File: config.mk
export PLATFORM = sky130hd
export DESIGN_NAME = led_par_scan
export DESIGN_NICKNAME = d
export VERILOG_FILES = /design/src/rtl/led_scan_pkg.sv /design/src/rtl/led_rst_sync.sv /design/src/rtl/led_slot_ctr.sv /design/src/rtl/led_cfg_regs.sv /design/src/rtl/led_byte_sel.sv /design/src/rtl/led_par_scan.sv
export SDC_FILE = /design/constraint.sdc
export NUM_CORES = 1
export LEC_CHECK = 0
export ABC_CLOCK_PERIOD_IN_PS = 3200
export BUFFER_PORTS_ARGS = -buffer_cell sky130_fd_sc_hd__buf_2
export CELL_PAD_IN_SITES_DETAIL_PLACEMENT = 0
export CELL_PAD_IN_SITES_GLOBAL_PLACEMENT = 1
export CORE_MARGIN = 2
export CORE_UTILIZATION = 38
export CTS_CLUSTER_DIAMETER = 60
export DETAILED_ROUTE_END_ITERATION = 12
export GPL_ROUTABILITY_DRIVEN = 0
export PLACE_DENSITY_LB_ADDON = 0.1
export SETUP_SLACK_MARGIN = 0.5
export SLEW_MARGIN = 20
export SYNTH_ARGS = -nofsm -noshare
export SYNTH_HDL_FRONTEND = slang
export SYNTH_SLANG_ARGS = --single-unit
File: constraint.sdc
create_clock -name clk -period 3.2 [get_ports clk]
set_input_delay 0.8 -clock clk [delete_from_list [all_inputs] [get_ports clk]]
set_output_delay 0.8 -clock clk [all_outputs]
set_load 0.01 [all_outputs]
File: src/rtl/led_scan_pkg.sv
`timescale 1ns/1ps
package led_scan_pkg;
  localparam int LED_W      = 8;   // pins on the byte output
  localparam int PORT_CNT   = 8;   // port status slots
  localparam int USER_CNT   = 2;   // software byte slots, at addresses 0..USER_CNT-1
  localparam int REG_AW     = 3;   // register address width
  localparam int POL_W      = 4;   // polarity field width
  localparam int CTRL_LAST  = 6;   // last pin with a polarity register
  localparam int SYNC_DEPTH = 2;   // reset release synchronizer stages
endpackage

File: src/rtl/led_rst_sync.sv
`timescale 1ns/1ps
module led_rst_sync #(
  parameter int STAGES = 2
) (
  input  logic clk,
  input  logic rst_n_in,
  output logic rst_n_out
);
  logic [STAGES-1:0] chain_q;
  logic [STAGES-1:0] chain_d;

  always_comb begin
    chain_d = {chain_q[STAGES-2:0], 1'b1};
  end

  always_ff @(posedge clk or negedge rst_n_in) begin
    if (!rst_n_in) chain_q <= '0;
    else           chain_q <= chain_d;
  end

  assign rst_n_out = chain_q[STAGES-1];
endmodule

File: src/rtl/led_slot_ctr.sv
`timescale 1ns/1ps
module led_slot_ctr #(
  parameter int SLOTS  = 10,
  localparam int SLOT_W = $clog2(SLOTS)
) (
  input  logic              clk,
  input  logic              rst_n,
  input  logic              adv,
  output logic [SLOT_W-1:0] slot
);
  localparam logic [SLOT_W-1:0] LAST = SLOT_W'(SLOTS - 1);

  logic [SLOT_W-1:0] slot_q;
  logic [SLOT_W-1:0] slot_d;

  always_comb begin
    slot_d = slot_q;
    if (adv) begin
      if (slot_q == LAST) slot_d = '0;
      else                slot_d = slot_q + SLOT_W'(1);
    end
  end

  always_ff @(posedge clk or negedge rst_n) begin
    if (!rst_n) slot_q <= '0;
    else        slot_q <= slot_d;
  end

  assign slot = slot_q;
endmodule

File: src/rtl/led_cfg_regs.sv
`timescale 1ns/1ps
module led_cfg_regs #(
  parameter int LED_W      = 8,
  parameter int USER_CNT   = 2,
  parameter int REG_AW     = 3,
  parameter int POL_W      = 4,
  parameter int CTRL_LAST  = 6
) (
  input  logic                      clk,
  input  logic                      rst_n,
  input  logic                      wr_en,
  input  logic [REG_AW-1:0]         addr,
  input  logic [LED_W-1:0]          wdata,
  output logic [USER_CNT*LED_W-1:0] user_bytes,
  output logic [LED_W-1:0]          inv_mask
);
  // software bytes at addresses 0..USER_CNT-1
  for (genvar u = 0; u < USER_CNT; u++) begin : g_user
    logic [LED_W-1:0] byte_q;
    logic [LED_W-1:0] byte_d;
    always_comb begin
      byte_d = byte_q;
      if (wr_en && addr == REG_AW'(u)) byte_d = wdata;
    end
    always_ff @(posedge clk or negedge rst_n) begin
      if (!rst_n) byte_q <= '0;
      else        byte_q <= byte_d;
    end
    assign user_bytes[u*LED_W +: LED_W] = byte_q;
  end

  // polarity register for pin p lives at address p; other pins stay true
  for (genvar p = 0; p < LED_W; p++) begin : g_pin
    if (p >= USER_CNT && p <= CTRL_LAST) begin : g_pol
      logic [POL_W-1:0] pol_q;
      logic [POL_W-1:0] pol_d;
      always_comb begin
        pol_d = pol_q;
        if (wr_en && addr == REG_AW'(p)) pol_d = wdata[POL_W-1:0];
      end
      always_ff @(posedge clk or negedge rst_n) begin
        if (!rst_n) pol_q <= '0;
        else        pol_q <= pol_d;
      end
      assign inv_mask[p] = |pol_q;
    end else begin : g_fixed
      assign inv_mask[p] = 1'b0;
    end
  end
endmodule

File: src/rtl/led_byte_sel.sv
`timescale 1ns/1ps
module led_byte_sel #(
  parameter int LED_W    = 8,
  parameter int PORT_CNT = 8,
  parameter int USER_CNT = 2,
  localparam int SLOTS   = PORT_CNT + USER_CNT,
  localparam int SLOT_W  = $clog2(SLOTS)
) (
  input  logic                      run,
  input  logic [SLOT_W-1:0]         slot,
  input  logic [PORT_CNT*LED_W-1:0] port_bytes,
  input  logic [USER_CNT*LED_W-1:0] user_bytes,
  input  logic [LED_W-1:0]          inv_mask,
  output logic [SLOTS-1:0]          sel,
  output logic [LED_W-1:0]          byte_n
);
  logic [SLOTS*LED_W-1:0] all_bytes;
  logic [LED_W-1:0]       raw;

  assign all_bytes = {user_bytes, port_bytes};

  for (genvar s = 0; s < SLOTS; s++) begin : g_sel
    assign sel[s] = run && (slot == SLOT_W'(s));
  end

  always_comb begin
    raw    = all_bytes[int'(slot)*LED_W +: LED_W];
    byte_n = run ? ~(raw ^ inv_mask) : '1;
  end
endmodule

File: src/rtl/led_par_scan.sv
`timescale 1ns/1ps
module led_par_scan
  import led_scan_pkg::*;
#(
  parameter int P_LED_W      = LED_W,
  parameter int P_PORT_CNT   = PORT_CNT,
  parameter int P_USER_CNT   = USER_CNT,
  parameter int P_REG_AW     = REG_AW,
  parameter int P_POL_W      = POL_W,
  parameter int P_CTRL_LAST  = CTRL_LAST,
  parameter int P_SYNC_DEPTH = SYNC_DEPTH,
  localparam int SLOTS       = P_PORT_CNT + P_USER_CNT,
  localparam int SLOT_W      = $clog2(SLOTS)
) (
  input  logic                          clk,
  input  logic                          rst_n,
  input  logic                          scan_en,
  input  logic [P_PORT_CNT*P_LED_W-1:0] port_status,
  input  logic                          reg_wr_en,
  input  logic [P_REG_AW-1:0]           reg_addr,
  input  logic [P_LED_W-1:0]            reg_wdata,
  output logic [SLOTS-1:0]              led_sel,
  output logic [P_LED_W-1:0]            led_byte_n
);
  logic                          run_n;
  logic [SLOT_W-1:0]             slot;
  logic [P_USER_CNT*P_LED_W-1:0] user_bytes;
  logic [P_LED_W-1:0]            inv_mask;

  led_rst_sync #(.STAGES(P_SYNC_DEPTH)) u_rst_sync (
    .clk       (clk),
    .rst_n_in  (rst_n),
    .rst_n_out (run_n)
  );

  led_slot_ctr #(.SLOTS(SLOTS)) u_slot_ctr (
    .clk   (clk),
    .rst_n (run_n),
    .adv   (scan_en),
    .slot  (slot)
  );

  led_cfg_regs #(
    .LED_W     (P_LED_W),
    .USER_CNT  (P_USER_CNT),
    .REG_AW    (P_REG_AW),
    .POL_W     (P_POL_W),
    .CTRL_LAST (P_CTRL_LAST)
  ) u_cfg_regs (
    .clk        (clk),
    .rst_n      (run_n),
    .wr_en      (reg_wr_en),
    .addr       (reg_addr),
    .wdata      (reg_wdata),
    .user_bytes (user_bytes),
    .inv_mask   (inv_mask)
  );

  led_byte_sel #(
    .LED_W    (P_LED_W),
    .PORT_CNT (P_PORT_CNT),
    .USER_CNT (P_USER_CNT)
  ) u_byte_sel (
    .run        (run_n),
    .slot       (slot),
    .port_bytes (port_status),
    .user_bytes (user_bytes),
    .inv_mask   (inv_mask),
    .sel        (led_sel),
    .byte_n     (led_byte_n)
  );
endmodule

# ---- Word-level counts from Yosys, hierarchy flattened
# Cells that the tools add are included.
dict set report classes {
  add_sub_neg 1
  mul 0
  div_mod_pow 0
  order_cmp 0
  n_eq_ne 15
  shifts 1
  n_mux 2
  n_bitwise 2
  n_reduce_logical 24
}
# op count
set ops {}
lappend ops {{80-bit by 8-bit variable part select with 8-bit output} 1}
lappend ops {{4-bit OR reduction} 5}
lappend ops {{1-bit logical AND} 17}
lappend ops {{4-bit by 3-bit == test with 1-bit output, second input constant} 4}
lappend ops {{3-bit == test, second input constant} 3}
lappend ops {{4-bit by 2-bit == test with 1-bit output, second input constant} 2}
lappend ops {{4-bit == test, second input constant} 2}
lappend ops {{8-bit 2-to-1 mux} 1}
lappend ops {{8-bit NOT} 1}
lappend ops {{8-bit by 7-bit XOR with 8-bit output} 1}
lappend ops {{3-bit by 2-bit == test with 1-bit output, second input constant} 2}
lappend ops {{4-bit by 1-bit adder with 4-bit output, second input constant} 1}
lappend ops {{4-bit by 1-bit == test with 1-bit output, second input constant} 1}
lappend ops {{4-bit logical NOT} 1}
lappend ops {{4-bit 2-to-1 mux} 1}
lappend ops {{3-bit by 1-bit == test with 1-bit output, second input constant} 1}
lappend ops {{3-bit logical NOT} 1}
dict set report word_totals {
  regBits 42
  latchBits 0
  mem_bits_rw 0
  romBits 0
  inputBits 79
  out_inout_bits 18
  memories 0
}

# ---- Logic depth before layout (Yosys ltp)
dict set report depth {
  word_depth 4
  ltp_mapped 6
  depth_no_buf 4
}

# ---- Cells and area by module
# From an unflattened synthesis, not the netlist that was laid out.
dict set report hier_totals {
  cells_unflattened 273
  hier_area_um2 2869.0
}
# module n_inst cells_each area_each_um2 seq_area_each_um2
set by_module_without_submodules {}
lappend by_module_without_submodules {led_cfg_regs 1 89 1460.2 900.9}
lappend by_module_without_submodules {led_byte_sel 1 165 1169.9 0.0}
lappend by_module_without_submodules {led_slot_ctr 1 16 185.2 100.1}
lappend by_module_without_submodules {led_rst_sync 1 3 53.8 50.0}

# ---- Least setup slack after synthesis
# Ideal clock, no wire load.
dict set report synth_path {
  path_type {register to output}
  start {register u_rst_sync.chain_q[1]}
  end {output port led_sel[0]}
  arrival_ns 2.246
  t_required_ns 2.400
  setup_slack_ns 0.154
  path_stages_with_launch 5
  path_buffers 1
  cell_sequence {dfrtp_1 > buf_2 > nand2b_1 > or2_2 > nor3_1}
}
dict set report synth_via {
  elab_chain_len 1
}
# item line
set synth_lines {}
lappend synth_lines {{start, declared} led_rst_sync.sv:9} ;# logic [STAGES-1:0] chain_q;
lappend synth_lines {{start signal, assigned} led_rst_sync.sv:18} ;# else chain_q <= chain_d;
lappend synth_lines {{1-bit logical AND} led_byte_sel.sv:23} ;# assign sel[s] = run && (slot == SLOT_W'(s));
lappend synth_lines {{end, declared} led_par_scan.sv:22} ;# output logic [SLOTS-1:0] led_sel,
# No other way between the ends.

# ---- Worst setup path in the final report
dict set report layout_path {
  start {register u_cfg_regs.g_pin[4].g_pol.pol_q[1]}
  end {output port led_byte_n[4]}
}
dict set report layout_via {
  elab_chain_len 4
}
# item line
set layout_lines {}
lappend layout_lines {{start, declared} led_cfg_regs.sv:35} ;# logic [POL_W-1:0] pol_q;
lappend layout_lines {{start signal, assigned} led_cfg_regs.sv:43} ;# else pol_q <= pol_d;
lappend layout_lines {{4-bit OR reduction} led_cfg_regs.sv:45} ;# assign inv_mask[p] = |pol_q;
lappend layout_lines {{8-bit by 7-bit XOR with 8-bit output} led_byte_sel.sv:28} ;# byte_n = run ? ~(raw ^ inv_mask) : '1;
lappend layout_lines {{8-bit NOT} led_byte_sel.sv:28}
lappend layout_lines {{8-bit 2-to-1 mux} led_byte_sel.sv:28}
lappend layout_lines {{end, declared} led_par_scan.sv:23} ;# output logic [P_LED_W-1:0] led_byte_n
# No other way between the ends.

==> qor.txt <==
status: finished, final reports clean
register area share after synthesis: 39.5%
Hold Fails Final Rpt: 0
Row Count: 30
WL/cell: 15.4 um
synthesized area: 0.00266 mm^2
Critical Path RT: 2.40 ns
Starting DRT DRC Count: 66
synthesized area per cell: 11.6 um^2
leading cell type in the layout, fill and taps excluded: buf_2
die height: 87.7 um
Setup CP Type: flop to output pin
CTS tree: built
layout overhead on the synthesized area: 35.4%
setup TNS: 0 ns
P per Cell Area: 745 mW/mm^2
final worst clock skew: 0.0115 ns
Synth Flop Type: dfrtp_1
WHS: 0.214 ns
R2R cell count: 4
Pwr Total: 2.69 mW
Critical Path AT: 1.87 ns
Post-synth EDFFs: 0
crit start category: flop
CORE AREA: 0.00679 mm^2
RSZ-0062 raised after global routing: yes
Peak VDD IR: 0.378 mV
final-report max-slew violation count: 0
Crit. End Element: output pin
cell taking the most area after synthesis: dfrtp_1
IO Count: 97
Num CTS Buffers: 5
via count: 2240
ant diodes: 0
crit-path max FO: 2
Synth cell types: 38
GRT overflow: 0
final cycle utilization of the critical path: 83.5%
Ys Warns: 0
hpwl dp: 5040 um
Tot GR Track Use: 17.2%
ratio of cells with drive above 1 in the final layout: 58.4%
Setup violations, final: 0
TritonRoute pass-1 iters: 4
reg-to-reg critical path endpoint: u_slot_ctr.slot[0]
largest net degree at the start of global routing: 21
Clock Pin Slew Worst Setup and Hold Paths: 0.08 ns
Syn Inst Count: 230
Fillers: 626
Worst Hold Class: flop to asynchronous set/reset pin
Clk Latency, worst-skew pair: 0.29 ns
initial core utilization: 39.2%
Die X: 87.7 um
vias per std cell: 5.13
initial antenna violation count: 0
syn_nets: 309
Reg2Reg Launch Point: u_slot_ctr.slot[0]
synthesized flop and latch total: 42
max cap viols: 0
Final min period: 2.67 ns
die area: 0.00769 mm^2
Synth async-reset ratio: 100%
first-pass GRT wire length: 10300 um
CTS hold repair buffers: 0
post-route ant nets: 0
top post-synthesis cells by area: dfrtp_1 (39%), mux2_2 (15%), mux2i_1 (12%)
multi-input logic area: 0.00164 mm^2
most frequent cells in the layout: buf_2 (96), dfrtp_1 (38), mux2_2 (36), mux2i_1 (26), nor2_1 (14)
leakage: 1.64 nW
R2R Setup Slk: 1.93 ns
Total Wirelength: 6740 um
clock root buffer: clkbuf_8
clk buf depth: 2
Max Freq: 374 MHz
post-route DRC violation count: 0
vias in the first global route: 2100
post-synth top area share: 39.5%
Critical Path Source: u_cfg_regs.g_pin[4].g_pol.pol_q[1]
CTS H-tree depth: 2
Register Area: 0.00106 mm^2
CTS Sinks: 42
Final nets: 419
port buffer count: 96
through the flow:
stage               cell area (um^2)  utilization (%)  std cells  setup slack (ns)
floorplan                       2660                -        230             0.568
global placement                3240             47.8        417             0.562
detailed placement              3240             47.8        417             0.517
CTS                             3480             51.2        435             0.482
global route                    3600             53.1        437             0.418
finish                          3600             53.1        437             0.527
worst max path at each step:
stage                    endpoint  slack [ns]  depth (start not counted)
floorplan              led_sel[0]        0.57                          4
global placement    led_byte_n[2]        0.56                          6
detailed placement  led_byte_n[6]        0.52                          5
CTS                 led_byte_n[6]        0.48                          6
global route        led_byte_n[4]        0.42                          6
finish              led_byte_n[4]        0.53                          5
synth_stat cells, types with 2 or more instances:
library cell / instances
mux4_2: 6
o211ai_2: 5
mux2i_1: 31
a21oi_1: 10
a2bb2oi_1: 5
clkbuf_1: 2
o21ai_0: 2
mux2_2: 36
nand2b_1: 4
nor2b_1: 3
nand2_1: 10
nand4_1: 5
o22a_1: 3
buf_6: 4
buf_2: 5
nand4b_1: 3
nor2_1: 18
nand3_1: 2
nor3_1: 4
a22oi_1: 5
and3b_1: 5
dfrtp_1: 42
or4_1: 5
final cells by class:
type / instances / area share (%)
well taps: 96 / 3.33
clock inverters: 1 / 0.833
inverters: 1 / 0.104
repair buffers: 114 / 18.4
multi-input cells: 176 / 45.5
clock buffers: 7 / 2.39
flip-flops and latches: 42 / 29.4
kinds of logic (layout without fill, tap and decap cells):
group | after synthesis | count (layout) | share of synthesized area, %
AND/OR/NAND/NOR | 68 | 69 | 15.5
XOR/XNOR | 2 | 2 | 0.658
flip-flops | 42 | 42 | 39.5
other | 1 | 1 | 0.141
AO/OA/AOI/OAI | 31 | 31 | 8.93
multiplexers | 73 | 73 | 32.0
buffers and inverters | 13 | 123 | 3.34
sequential cells by signal, indices dropped and copies added (netlist names):
register / flops
u_cfg_regs.g_pin.g_pol.pol_q: 20
u_cfg_regs.g_user.byte_q: 16
u_slot_ctr.slot: 4
u_rst_sync.chain_q: 2
critical path, stage by stage, from the launching register on:
cell,delay [ns]
dfrtp_1,0.38
or4_1,0.62
o211ai_2,0.14
a2bb2oi_2,0.15
and3b_1,0.16
buf_2,0.13
repair_timing:
item,4_1_cts,5_1_grt
gates cloned,0,1
resized for setup,9,25
pin swaps,0,12
buffers inserted,10,1
endpoints found under the setup margin,8,8
per-layer routing:
| metal | share of wire, % | track usage, % | wire length, um |
|---|---|---|---|
| met3 | 4.6 | 2.64 | 307 |
| met5 | 0 | 0 | 0 |
| met1 | 47 | 23.7 | 3150 |
| met4 | 1.3 | 4.76 | 85 |
| met2 | 47 | 28.3 | 3200 |
power breakdown:
| part | internal (mW) | switching, mW | total (mW) |
|---|---|---|---|
| Combinational | 0.799 | 0.683 | 1.48 |
| Clock | 0.254 | 0.172 | 0.426 |
| Sequential | 0.665 | 0.113 | 0.778 |
Note: power is estimated with default switching activity, not from simulation.
